**config.mk**
```make
export PLATFORM = sky130hd
export DESIGN_NAME = sdr_refresh_mgr
export DESIGN_NICKNAME = d
export VERILOG_FILES = /design/src/rtl/sdr_refresh_pkg.sv /design/src/rtl/rfsh_interval_tmr.sv /design/src/rtl/rfsh_sequencer.sv /design/src/rtl/sdr_refresh_mgr.sv
export SDC_FILE = /design/constraint.sdc
export NUM_CORES = 1
export LEC_CHECK = 0
export CORE_MARGIN = 8
export CORE_UTILIZATION = 35
export DETAILED_ROUTE_END_ITERATION = 7
export PLACE_DENSITY = 0.62
export SYNTH_ARGS = -nofsm -noshare
export SYNTH_HDL_FRONTEND = slang
export SYNTH_HIERARCHICAL = 1
export SYNTH_SLANG_ARGS = --single-unit
export TNS_END_PERCENT = 20
```
**constraint.sdc**
```tcl
create_clock -name clk -period 3.4 [get_ports clk]
set_input_delay 0.68 -clock clk [delete_from_list [all_inputs] [get_ports clk]]
set_output_delay 0.68 -clock clk [all_outputs]
set_load 0.05 [all_outputs]
```
**src/rtl/sdr_refresh_pkg.sv**
```systemverilog
package sdr_refresh_pkg;

  typedef enum logic [2:0] {
    SQ_IDLE   = 3'd0,
    SQ_PREALL = 3'd1,
    SQ_RPWAIT = 3'd2,
    SQ_AREF   = 3'd3,
    SQ_RCWAIT = 3'd4,
    SQ_SRENT  = 3'd5,
    SQ_SRHOLD = 3'd6,
    SQ_XSWAIT = 3'd7
  } seq_state_t;

  typedef struct packed {
    logic cs_n;
    logic ras_n;
    logic cas_n;
    logic we_n;
    logic a10;
  } sdr_cmd_t;

  localparam sdr_cmd_t CMD_NOP    = '{cs_n: 1'b0, ras_n: 1'b1, cas_n: 1'b1, we_n: 1'b1, a10: 1'b0};
  localparam sdr_cmd_t CMD_PREALL = '{cs_n: 1'b0, ras_n: 1'b0, cas_n: 1'b1, we_n: 1'b0, a10: 1'b1};
  localparam sdr_cmd_t CMD_AREF   = '{cs_n: 1'b0, ras_n: 1'b0, cas_n: 1'b0, we_n: 1'b1, a10: 1'b0};

  function automatic int cycles_up(input int span_ps, input int period_ps);
    int c;
    c = (span_ps + period_ps - 1) / period_ps;
    return (c < 2) ? 2 : c;
  endfunction

endpackage

```
**src/rtl/rfsh_interval_tmr.sv**
```systemverilog
module rfsh_interval_tmr #(
  parameter int REFI_CYC    = 1953,
  parameter int MAX_PENDING = 4,
  localparam int CW = (REFI_CYC > 1) ? $clog2(REFI_CYC) : 1,
  localparam int PW = $clog2(MAX_PENDING + 1)
) (
  input  logic clk,
  input  logic rst_n,
  input  logic hold_i,
  input  logic served_i,
  output logic due_o
);

  localparam logic [CW-1:0] RELOAD = CW'(REFI_CYC - 1);
  localparam logic [PW-1:0] PMAX   = PW'(MAX_PENDING);

  logic [CW-1:0] cnt_q, cnt_d;
  logic [PW-1:0] pend_q, pend_d;
  logic          tick;
  logic          pend_en;

  assign tick = !hold_i && (cnt_q == '0);

  always_comb begin
    if (hold_i || tick) cnt_d = RELOAD;
    else                cnt_d = cnt_q - 1'b1;
  end

  always_comb begin
    pend_d = pend_q;
    if (hold_i)
      pend_d = '0;
    else if (tick && !served_i && (pend_q != PMAX))
      pend_d = pend_q + 1'b1;
    else if (served_i && !tick && (pend_q != '0))
      pend_d = pend_q - 1'b1;
  end

  assign pend_en = hold_i | tick | served_i;

  always_ff @(posedge clk or negedge rst_n) begin
    if (!rst_n) cnt_q <= RELOAD;
    else        cnt_q <= cnt_d;
  end

  always_ff @(posedge clk or negedge rst_n) begin
    if (!rst_n)       pend_q <= '0;
    else if (pend_en) pend_q <= pend_d;
  end

  assign due_o = (pend_q != '0);

endmodule

```
**src/rtl/rfsh_sequencer.sv**
```systemverilog
module rfsh_sequencer
  import sdr_refresh_pkg::*;
#(
  parameter int TRP_CYC = 3,
  parameter int TRC_CYC = 9,
  localparam int WMAX = (TRC_CYC > TRP_CYC) ? TRC_CYC : TRP_CYC,
  localparam int WW   = $clog2(WMAX + 1)
) (
  input  logic     clk,
  input  logic     rst_n,
  input  logic     grant_i,
  input  logic     sr_enter_i,
  input  logic     sr_exit_i,
  input  logic     due_i,
  output sdr_cmd_t cmd_o,
  output logic     cke_o,
  output logic     busy_o,
  output logic     served_o,
  output logic     hold_o
);

  seq_state_t    state_q, state_d;
  logic [WW-1:0] wcnt_q, wcnt_d;
  logic          to_sr_q, to_sr_d;
  logic          to_sr_en;

  always_comb begin
    state_d  = state_q;
    wcnt_d   = wcnt_q;
    to_sr_d  = to_sr_q;
    to_sr_en = 1'b0;
    unique case (state_q)
      SQ_IDLE: begin
        if (grant_i && (sr_enter_i || due_i)) begin
          state_d  = SQ_PREALL;
          to_sr_d  = sr_enter_i;
          to_sr_en = 1'b1;
        end
      end
      SQ_PREALL: begin
        state_d = SQ_RPWAIT;
        wcnt_d  = WW'(TRP_CYC - 2);
      end
      SQ_RPWAIT: begin
        if (wcnt_q == '0) state_d = to_sr_q ? SQ_SRENT : SQ_AREF;
        else              wcnt_d  = wcnt_q - 1'b1;
      end
      SQ_AREF: begin
        state_d = SQ_RCWAIT;
        wcnt_d  = WW'(TRC_CYC - 2);
      end
      SQ_RCWAIT: begin
        if (wcnt_q == '0) state_d = SQ_IDLE;
        else              wcnt_d  = wcnt_q - 1'b1;
      end
      SQ_SRENT:  state_d = SQ_SRHOLD;
      SQ_SRHOLD: begin
        if (sr_exit_i) begin
          state_d = SQ_XSWAIT;
          wcnt_d  = WW'(TRC_CYC);
        end
      end
      SQ_XSWAIT: begin
        if (wcnt_q == '0) state_d = SQ_IDLE;
        else              wcnt_d  = wcnt_q - 1'b1;
      end
      default: state_d = SQ_IDLE;
    endcase
  end

  always_ff @(posedge clk or negedge rst_n) begin
    if (!rst_n) begin
      state_q <= SQ_IDLE;
      wcnt_q  <= '0;
    end else begin
      state_q <= state_d;
      wcnt_q  <= wcnt_d;
    end
  end

  always_ff @(posedge clk or negedge rst_n) begin
    if (!rst_n)        to_sr_q <= 1'b0;
    else if (to_sr_en) to_sr_q <= to_sr_d;
  end

  always_comb begin
    unique case (state_q)
      SQ_PREALL:         cmd_o = CMD_PREALL;
      SQ_AREF, SQ_SRENT: cmd_o = CMD_AREF;
      default:           cmd_o = CMD_NOP;
    endcase
  end

  assign hold_o   = (state_q == SQ_SRENT) || (state_q == SQ_SRHOLD);
  assign cke_o    = !hold_o;
  assign busy_o   = (state_q != SQ_IDLE);
  assign served_o = (state_q == SQ_AREF);

endmodule

```
**src/rtl/sdr_refresh_mgr.sv**
```systemverilog
module sdr_refresh_mgr
  import sdr_refresh_pkg::*;
#(
  parameter int CLK_PERIOD_PS = 8000,
  parameter int REFI_PS       = 15_625_000,
  parameter int TRP_PS        = 20_000,
  parameter int TRC_PS        = 65_000,
  parameter int MAX_PENDING   = 4
) (
  input  logic clk,
  input  logic rst_n,
  input  logic grant,
  input  logic sr_enter_req,
  input  logic sr_exit_req,
  output logic cs_n,
  output logic ras_n,
  output logic cas_n,
  output logic we_n,
  output logic a10,
  output logic cke,
  output logic busy,
  output logic refresh_req
);

  localparam int REFI_CYC = (REFI_PS / CLK_PERIOD_PS < 2) ? 2 : REFI_PS / CLK_PERIOD_PS;
  localparam int TRP_CYC  = cycles_up(TRP_PS, CLK_PERIOD_PS);
  localparam int TRC_CYC  = cycles_up(TRC_PS, CLK_PERIOD_PS);

  logic     rs_q1, rs_q2;
  logic     due, served, hold;
  sdr_cmd_t cmd;

  // Reset asserts at once and is released two clocks later.
  always_ff @(posedge clk or negedge rst_n) begin
    if (!rst_n) begin
      rs_q1 <= 1'b0;
      rs_q2 <= 1'b0;
    end else begin
      rs_q1 <= 1'b1;
      rs_q2 <= rs_q1;
    end
  end

  rfsh_interval_tmr #(
    .REFI_CYC    (REFI_CYC),
    .MAX_PENDING (MAX_PENDING)
  ) u_tmr (
    .clk      (clk),
    .rst_n    (rs_q2),
    .hold_i   (hold),
    .served_i (served),
    .due_o    (due)
  );

  rfsh_sequencer #(
    .TRP_CYC (TRP_CYC),
    .TRC_CYC (TRC_CYC)
  ) u_seq (
    .clk        (clk),
    .rst_n      (rs_q2),
    .grant_i    (grant),
    .sr_enter_i (sr_enter_req),
    .sr_exit_i  (sr_exit_req),
    .due_i      (due),
    .cmd_o      (cmd),
    .cke_o      (cke),
    .busy_o     (busy),
    .served_o   (served),
    .hold_o     (hold)
  );

  assign cs_n        = cmd.cs_n;
  assign ras_n       = cmd.ras_n;
  assign cas_n       = cmd.cas_n;
  assign we_n        = cmd.we_n;
  assign a10         = cmd.a10;
  assign refresh_req = due;

endmodule

```
==> metrics.cfg, run 1 <==
[status]
outcome = finished, final reports clean

[floorplanning]
start_util = 0.355
die_area_mm2 = 0.00665
dieHeight_um = 81.6
core_mm2 = 0.00423
rows = 24
pin_count = 13
die_x_um = 81.6

[grt]
grt_max_degree = 23
grt_first_pass_wirelength_um = 5040
grt_usage = 0.0940
antenna_found_initial = 0
grt_pass1_vias = 1112
grt_overflow = 0

[power]
switching_power_uw = 743
switching_share = 0.470
power_frac_clock = 0.105
ir_drop_uv = 432
cellLeakagePower_uw = 0.000700
intPower_uw = 836
sequentialPowerShare = 0.353
comb_power_share = 0.542
cellPowerDensity_mw_per_mm2 = 933

[setup_path]
r2r_cells = 9
start_kind = flop
critical_path_required_ns = 2.72
rrSetupSlack_ns = 0.66
worstSetupPathType = flop to output pin
endpoint = cke
arrival_ns = 2.19
rr_endpoint = u_tmr/pend_q[2]$_DFFE_PN0P_
crit_buf_inv = 2
timing.rr.start = u_seq/state_q[0]$_DFFE_PN0P_
cpPeakStageDelay_ns = 0.70
crit_family = buffers and inverters
cp-end-kind = output pin
cp_max_fo = 10
cpMaxStageDelayCell = clkdlybuf4s50_1
cp_cell_sequence = xor2_1 > and2_1 > inv_1 > clkdlybuf4s50_1
cp_num_cells = 4
crit_path_start = u_seq/state_q[1]$_DFFE_PN0P_

[timing]
clock.fmax_ghz = 0.348
rsz0062_at_grt = false
period_minus_slack_ns = 2.87
maxSlewHeadroom = 0.404
clock_skew_ns = 0.00746
finalMaxSlewViolations = 0
finalHoldViolCount = 0
worst_pin_slew_ns = 0.894
post-route-period-util = 0.846
setup_viol = 0
fin_setup_tns_ns = 0

[clocking]
clock_latency_ns = 0.26
clk_pin_slew_ns = 0.08
cts_hold_buf = 0
cts_tree = built
cts_resized = 0
htreeDepth = 1
postCtsSetupRepairBufs = 0
clockRootBuffer = clkbuf_8
cts_inserted_buffers = 3
cts.sinks = 24
cts_buffer_depth = 2

[synthesis]
synth_area_per_cell_um2 = 9.96
synth_seq_area_share = 0.403
yosysTopAreaCell = dfrtp_1
yosysWarnings = 6
syn-num-nets = 161
ys_ff_latch = 24
yosysMostFrequentCell = dfrtp_1
ys_top_cells_by_count = dfrtp_1, nor2_1, inv_1
synth_ff_type = dfrtp_1
synth-edff-count = 0
synthCells = 151
yosys.area.top_type_share = 0.316
synth_area_mm2 = 0.00150
synth_cell_types = 50
synthTopCellsByArea = dfrtp_1, dfstp_2, nor2_1
synthArstFlopShare = 1.00

[layout]
final_layout_size_suffix_gt1_frac = 0.136
syn_to_final_growth_pct = 12.6
nets = 173
antenna_cells = 0
fin_cells = 214

[drt]
vias = 1087
dr.first_iter.drc_count = 48
routed_via_density = 5.08
wl_um = 2850
drcViolationCount = 0
wire_per_inst_um = 13.3
drt-pass1-iter-count = 4
postRouteAntennaNets = 0

[min_path]
hp-class = flop to flop

[placement]
routabilityCongestion = 0.893
dp_hpwl_um = 2150
io_buffers = 11
dp_cells = 210

[job]
cap_violations = 0

power groups by stage:
| stage | registers [uW] | logic [uW] | clock network, uW |
|---|---|---|---|
| final | 557 | 856 | 166 |
| after global routing | 574 | 949 | 190 |
| after CTS | 554 | 857 | 178 |
| after detailed placement | 557 | 857 | 0 |
| after global placement | 551 | 833 | 0 |
| after floorplan | 486 | 741 | 0 |
routing by layer:
layer | vias up | track usage | part of all wire
met3 | 2 | 0.0317 | 0.047
met5 | - | 0 | 0
met4 | 0 | 0.0268 | 0.0028
li1 | 542 | - | -
met2 | 16 | 0.156 | 0.50
met1 | 527 | 0.113 | 0.45
sequential cells by signal, indices dropped and copies added (netlist names):
| register | count |
|---|---|
| u_seq/state_q | 3 |
| u_seq/wcnt_q | 4 |
| u_tmr/pend_q | 3 |
| rs_q1 | 1 |
| u_seq/to_sr_q | 1 |
| u_tmr/cnt_q | 11 |
| rs_q2 | 1 |
layout make-up:
| class | count | area, um^2 |
|---|---|---|
| multi-input combinational | 110 | 815 |
| inverter | 13 | 51.3 |
| fill | 387 | 2540 |
| tap | 52 | 65.1 |
| clock buffer | 4 | 45.0 |
| sequential | 24 | 607 |
| timing repair buffer | 11 | 110 |
layout by cell type, fill, tap and decap left out, drive strengths merged, types with 2 or more instances in the layout:
cell type and instances:
nand2 8, clkdlybuf4s50 11, xor2 4, clkbuf 4, o21ai 10, nand3 6
xnor2 4, nor3b 4, dfstp 5, mux2i 3, and2 2, nor4b 2
a211o 2, nor4 2, nor2b 2, conb 2, or3 2, nor3 2
nor2 18, ha 4, nand2b 4, inv 13, a21oi 6, mux2 5
maj3 2, dfrtp 19, a31oi 3
metrics by stage:
step / setup WS, ns / cell area (um^2) / hold slack, ns / util / power (uW)
4_1_cts: 0.506 / 1690 / 0.372 / 0.400 / 1590
5_1_grt: 0.371 / 1690 / 0.375 / 0.400 / 1710
3_3_place_gp: 0.827 / 1650 / 0.341 / 0.389 / 1380
2_1_floorplan: 1.05 / 1500 / 0.276 / - / 1230
6_report: 0.525 / 1690 / 0.365 / 0.400 / 1580
3_5_place_dp: 0.716 / 1650 / 0.342 / 0.389 / 1410
worst min path at each step:
stage	slack [ns]	depth (start not counted)	startpoint	to
after floorplan	0.28	0	rs_q2$_DFF_PN0_	u_seq/state_q[0]$_DFFE_PN0P_
after global placement	0.34	0	rs_q1$_DFF_PN0_	rs_q2$_DFF_PN0_
after detailed placement	0.34	0	rs_q1$_DFF_PN0_	rs_q2$_DFF_PN0_
after CTS	0.37	0	rs_q1$_DFF_PN0_	rs_q2$_DFF_PN0_
after global routing	0.37	0	rs_q1$_DFF_PN0_	rs_q2$_DFF_PN0_
final	0.37	0	rs_q1$_DFF_PN0_	rs_q2$_DFF_PN0_
logic make-up (layout without fill, tap and decap cells):
family	Yosys count	in the layout	share of synthesized area
AO/OA/AOI/OAI	29	29	0.127
other	2	2	0.00499
XOR/XNOR	8	8	0.0466
buffers and inverters	17	28	0.0549
flip-flops	24	24	0.403
AND/OR/NAND/NOR	55	55	0.222
adder cells (fa/ha/maj)	7	7	0.0607
multiplexers	9	9	0.0799
Note: power is estimated with default switching activity, not from simulation.
==> run 2, diff against run 1 <==
==> constraint.sdc (replaced) <==
create_clock -name clk -period 2.9 [get_ports clk]
set_input_delay 0.58 -clock clk [delete_from_list [all_inputs] [get_ports clk]]
set_output_delay 0.58 -clock clk [all_outputs]
set_load 0.05 [all_outputs]
==> run 2 against run 1 <==
- sequential cell count is the same
- worst setup slack lost 0.39 ns
- count of clock-buffer cells in the layout is the same
- power grew 21%
- critical path type unchanged
- sequential power grew 14%
- first-iteration DRC count is the same
- sequential share of layout area shrank 0.42 points
- global-route usage grew 0.51 points
- clock skew shrank 0.0033 ns
- cell count grew 0.47%
- clock power grew 40%
==> metrics.cfg, run 2 (synthesized netlist as in run 1, its figures left out) <==
[power]
cellPowerDensity_mw_per_mm2 = 1110  ; was 933 mW/mm^2
cellLeakagePower_uw = 0.000713  ; was 0.000700 uW
power_frac_clock = 0.121  ; was 0.105
switching_share = 0.469  ; was 0.470
ir_drop_uv = 620  ; was 432 uV
intPower_uw = 1010  ; was 836 uW
switching_power_uw = 894  ; was 743 uW
comb_power_share = 0.546  ; was 0.542
sequentialPowerShare = 0.333  ; was 0.353

[timing]
worst_pin_slew_ns = 0.921  ; was 0.894 ns
fin_setup_tns_ns = 0  ; unchanged
finalMaxSlewViolations = 0  ; unchanged
setup_viol = 0  ; unchanged
rsz0062_at_grt = false  ; unchanged
clock_skew_ns = 0.00414  ; was 0.00746 ns
post-route-period-util = 0.954
period_minus_slack_ns = 2.77
maxSlewHeadroom = 0.386  ; was 0.404
clock.fmax_ghz = 0.361
finalHoldViolCount = 0  ; unchanged

[floorplanning]
pin_count = 13  ; unchanged
die_area_mm2 = 0.00665  ; unchanged
start_util = 0.355  ; unchanged
dieHeight_um = 81.6  ; unchanged
core_mm2 = 0.00423  ; unchanged
rows = 24  ; unchanged
die_x_um = 81.6  ; unchanged

[layout]
largest_reg_flops = 11  ; unchanged
reg.largest.list = u_tmr/cnt_q: 11 flops, u_seq/wcnt_q: 4 flops  ; unchanged
mostFrequentLayoutCells = dfrtp_1, nor2_1, inv_1  ; unchanged
top_register = u_tmr/cnt_q  ; unchanged
final_layout_size_suffix_gt1_frac = 0.147  ; was 0.136
syn_to_final_growth_pct = 13.9  ; was 12.6%
nets = 174  ; was 173
final_common_cell = dfrtp_1  ; unchanged
finalInstanceArea_mm2 = 0.00171  ; was 0.00169 mm^2
antenna_cells = 0  ; unchanged

[drt]
wl_um = 3070  ; was 2850 um
drcViolationCount = 0  ; unchanged
wire_per_inst_um = 14.3  ; was 13.3 um
postRouteAntennaNets = 0  ; unchanged
drt-pass1-iter-count = 4  ; unchanged
routed_via_density = 5.20  ; was 5.08
vias = 1117  ; was 1087
dr.first_iter.drc_count = 48  ; unchanged

[clocking]
clk_pin_slew_ns = 0.09  ; was 0.08 ns
clockRootBuffer = clkbuf_8  ; unchanged
clock_latency_ns = 0.27  ; was 0.26 ns
cts.sinks = 24  ; unchanged
htreeDepth = 1  ; unchanged
cts_tree = built  ; unchanged
cts_buffer_depth = 2  ; unchanged
cts_inserted_buffers = 3  ; unchanged

[setup_path]
arrival_ns = 2.19  ; about the same
cp_max_fo = 10  ; unchanged
critical_path_required_ns = 2.32  ; was 2.72 ns
worstSetupPathType = flop to output pin  ; unchanged
start_kind = flop  ; unchanged
cp-end-kind = output pin  ; unchanged

[placement]
io_buffers = 11  ; unchanged
dpl_cell_area_mm2 = 0.00166  ; was 0.00165 mm^2
routabilityCongestion = 0.846  ; was 0.893
dp_hpwl_um = 2320  ; was 2150 um

[grt]
grt_overflow = 0  ; unchanged
grt_usage = 0.0991  ; was 0.0940
antenna_found_initial = 0  ; unchanged
grt_pass1_vias = 1172  ; was 1112
grt_first_pass_wirelength_um = 5250  ; was 5040 um
grt_max_degree = 23  ; unchanged

[min_path]
hp-class = flop to flop  ; unchanged

[status]
outcome = finished, final reports clean  ; unchanged

[job]
cap_violations = 0  ; unchanged

-- run 2: cell count changes in the layout (fill, tap and decap cells not counted), sizes merged --
cell	change
clkdlybuf4s50	-1
dlymetal6s2s	+1
buf	+1
-- run 2: final timing paths --
check                                                   from                     endpoint  slack (ns)  cells past startpoint
worst max-delay path            u_seq/state_q[1]$_DFFE_PN0P_                          cke        0.13                      4
worst min-delay path                         rs_q1$_DFF_PN0_              rs_q2$_DFF_PN0_        0.35                      0
worst max register to register  u_seq/state_q[1]$_DFFE_PN0P_  u_tmr/pend_q[2]$_DFFE_PN0P_        0.31                      8
worst min register to register               rs_q1$_DFF_PN0_              rs_q2$_DFF_PN0_        0.35                      0
max in group asynchronous                    rs_q2$_DFF_PN0_  u_tmr/pend_q[0]$_DFFE_PN0P_        1.95                      0
min in group asynchronous                    rs_q2$_DFF_PN0_  u_seq/wcnt_q[1]$_DFFE_PN0P_        0.39                      0
-- run 2: power by group through the flow --
stage,registers (uW),clock network (uW),logic [uW]
floorplan,569,0,869
CTS,632,244,1050
finish,634,232,1040
global route,656,256,1140
global placement,625,0,1010
detailed placement,638,0,1040
-- run 2: stage by stage --
| stage | setup slack (ns) | total power (uW) | util | hold WS (ns) | instances |
|---|---|---|---|---|---|
| 3_3_place_gp | 0.406 | 1640 | 0.391 | 0.341 | 211 |
| 6_report | 0.133 | 1910 | 0.405 | 0.353 | 215 |
| 5_1_grt | 0.000483 | 2050 | 0.405 | 0.364 | 215 |
| 2_1_floorplan | 0.591 | 1440 | - | 0.276 | 151 |
| 4_1_cts | 0.102 | 1920 | 0.404 | 0.357 | 215 |
| 3_5_place_dp | 0.322 | 1680 | 0.391 | 0.336 | 211 |
-- run 2: metal layers --
metal,up-vias,track usage,part of all wire
li1,545,-,-
met5,-,0,0
met1,546,0.112,0.45
met2,23,0.177,0.50
met4,0,0.0375,0.0088
met3,3,0.0219,0.041
-- run 2: final cells by class --
type,count,area [um^2]
inverters,13,51.3
well taps,52,65.1
fillers,396,2520
multi-input cells,110,815
repair buffers,12,120
clock buffers,4,55.1
flip-flops and latches,24,607
-- run 2: worst max-delay path, stage by stage, from the launching register on --
cell,delay [ns]
dfrtp_1,0.60
xor2_1,0.22
and2_1,0.32
inv_1,0.07
clkdlybuf4s50_1,0.71
-- run 2: what timing repair did --
action / in CTS / in global routing
hold buffers: 0 / 0
gates resized for setup: 0 / 1
setup buffers: 0 / 0
endpoints found under the setup margin: 0 / 1
==> run 3, diff against run 2 <==
--- a/config.mk
+++ b/config.mk
@@ -8,7 +8,6 @@
 export CORE_MARGIN = 8
 export CORE_UTILIZATION = 35
 export DETAILED_ROUTE_END_ITERATION = 7
-export PLACE_DENSITY = 0.62
 export SYNTH_ARGS = -nofsm -noshare
 export SYNTH_HDL_FRONTEND = slang
 export SYNTH_HIERARCHICAL = 1
==> run 3 against run 2 <==
- clock skew down 0.0013 ns
- core utilization up 0.27 points
- critical path depth unchanged
- largest cell class unchanged
==> metrics.cfg, run 3 (synthesized netlist as in run 1, its figures left out) <==
[setup_path]
crit_buf_inv = 2  ; unchanged
cpMaxStageDelayCell = clkdlybuf4s50_1  ; unchanged
timing.rr.start = u_seq/state_q[2]$_DFFE_PN0P_  ; was u_seq/state_q[1]$_DFFE_PN0P_
critical_path_required_ns = 2.32  ; about the same
arrival_ns = 2.12  ; was 2.19 ns
cp-end-kind = output pin  ; unchanged
crit_path_start = u_seq/state_q[0]$_DFFE_PN0P_  ; was u_seq/state_q[1]$_DFFE_PN0P_
worstSetupPathType = flop to output pin  ; unchanged
start_kind = flop  ; unchanged
cp_cell_sequence = xor2_1 > and2_1 > inv_1 > clkdlybuf4s50_1  ; unchanged
crit_family = buffers and inverters  ; unchanged
cpPeakStageDelay_ns = 0.80  ; was 0.71 ns
cp_max_fo = 13  ; was 10

[placement]
dp_hpwl_um = 2300  ; was 2320 um
routabilityCongestion = 0.781  ; was 0.846
io_buffers = 11  ; unchanged

[clocking]
cts_inserted_buffers = 3  ; unchanged
cts_buffer_depth = 2  ; unchanged
cts_resized = 0  ; unchanged
cts.sinks = 24  ; unchanged
postCtsSetupRepairBufs = 0  ; unchanged
clk_pin_slew_ns = 0.09  ; about the same
cts_tree = built  ; unchanged
htreeDepth = 1  ; unchanged
clock_latency_ns = 0.27  ; about the same
cts_hold_buf = 0  ; unchanged
clockRootBuffer = clkbuf_8  ; unchanged

[floorplanning]
start_util = 0.355  ; unchanged
pin_count = 13  ; unchanged
core_mm2 = 0.00423  ; unchanged
rows = 24  ; unchanged
die_x_um = 81.6  ; unchanged
die_area_mm2 = 0.00665  ; unchanged
dieHeight_um = 81.6  ; unchanged

[drt]
drcViolationCount = 0  ; unchanged
wire_per_inst_um = 14.8  ; was 14.3 um
dr.first_iter.drc_count = 55  ; was 48
drt-pass1-iter-count = 4  ; unchanged
wl_um = 3160  ; was 3070 um
vias = 1131  ; was 1117
postRouteAntennaNets = 0  ; unchanged
routed_via_density = 5.29  ; was 5.20

[layout]
final_common_cell = nor2_1  ; was dfrtp_1
antenna_cells = 0  ; unchanged
largest_reg_flops = 11  ; unchanged
final_layout_size_suffix_gt1_frac = 0.154  ; was 0.147
syn_to_final_growth_pct = 14.6  ; was 13.9%
reg.largest.list = u_tmr/cnt_q: 11 flops, u_seq/wcnt_q: 4 flops  ; unchanged
fillCellCount = 404  ; was 396
seqCellArea_um2 = 609  ; was 607 um^2
final_util = 0.407  ; was 0.405
top_register = u_tmr/cnt_q  ; unchanged
mostFrequentLayoutCells = nor2_1, dfrtp_1, inv_1  ; was dfrtp_1, nor2_1, inv_1
nets = 173  ; was 174
multi_input_area_um2 = 815  ; unchanged

[grt]
met1_usage = 0.121  ; was 0.112
use_met3 = 0.0361  ; was 0.0219
grt_max_degree = 23  ; unchanged
grt_pass1_vias = 1170  ; was 1172
gr-max-usage-layer = met2  ; unchanged
antenna_found_initial = 0  ; unchanged
grt_first_pass_wirelength_um = 5470  ; was 5250 um
use_met2 = 0.181  ; was 0.177
grt_overflow = 0  ; unchanged
grt_usage = 0.102  ; was 0.0991

[min_path]
hp-class = flop to flop  ; unchanged
worstHoldStart = rs_q1$_DFF_PN0_  ; unchanged

[job]
cap_violations = 0  ; unchanged

[power]
cellLeakagePower_uw = 0.000714  ; was 0.000713 uW
ir_drop_uv = 654  ; was 620 uV
cellPowerDensity_mw_per_mm2 = 1150  ; was 1110 mW/mm^2
p_total_uw = 1980  ; was 1910 uW

[timing]
finalMaxSlewViolations = 0  ; unchanged
fin_setup_tns_ns = 0  ; unchanged
clock_skew_ns = 0.00283  ; was 0.00414 ns
rsz0062_at_grt = false  ; unchanged
worst_pin_slew_ns = 0.895  ; was 0.921 ns
maxSlewHeadroom = 0.403  ; was 0.386
finalHoldViolCount = 0  ; unchanged
setup_viol = 0  ; unchanged
period_minus_slack_ns = 2.70  ; was 2.77 ns
holdWs_ns = 0.358  ; was 0.353 ns
post-route-period-util = 0.930  ; was 0.954
clock.fmax_ghz = 0.371  ; was 0.361 GHz

[status]
outcome = finished, final reports clean  ; unchanged

run 3: layout make-up:
cell class / instances / share of cell area
Multi-Input combinational cell: 110 / 0.472
Sequential cell: 24 / 0.353
Timing Repair Buffer: 11 / 0.0653
Tap cell: 52 / 0.0377
Inverter: 13 / 0.0298
Clock buffer: 3 / 0.0239
Clock inverter: 1 / 0.0174
run 3: report_power, final:
group	internal, uW	total (uW)	switching [uW]
logic	430	1030	598
clock network	185	297	113
registers	458	654	196
run 3: routing by layer:
metal  part of all wire  up-vias
met2               0.50       20
met3              0.044        2
met4             0.0022        0
met1               0.45      561
met5                  0        -
li1                   -      548
run 3: per-stage QoR:
stage          std cells  instance area [um^2]  setup WS, ns
2_1_floorplan        151                  1500         0.591
3_3_place_gp         210                  1650         0.408
3_5_place_dp         210                  1650         0.275
4_1_cts              214                  1720         0.101
5_1_grt              214                  1720        0.0961
6_report             214                  1720         0.204
run 3: worst paths after layout:
check,to,slack (ns),cells past startpoint
min in group asynchronous,u_tmr/cnt_q[6]$_DFF_PN0_,0.38,0
hold reg to reg,rs_q2$_DFF_PN0_,0.36,0
hold / removal,rs_q2$_DFF_PN0_,0.36,0
setup / recovery,cke,0.20,4
max in group asynchronous,u_seq/state_q[0]$_DFFE_PN0P_,1.91,0
setup reg to reg,u_tmr/pend_q[2]$_DFFE_PN0P_,0.31,9
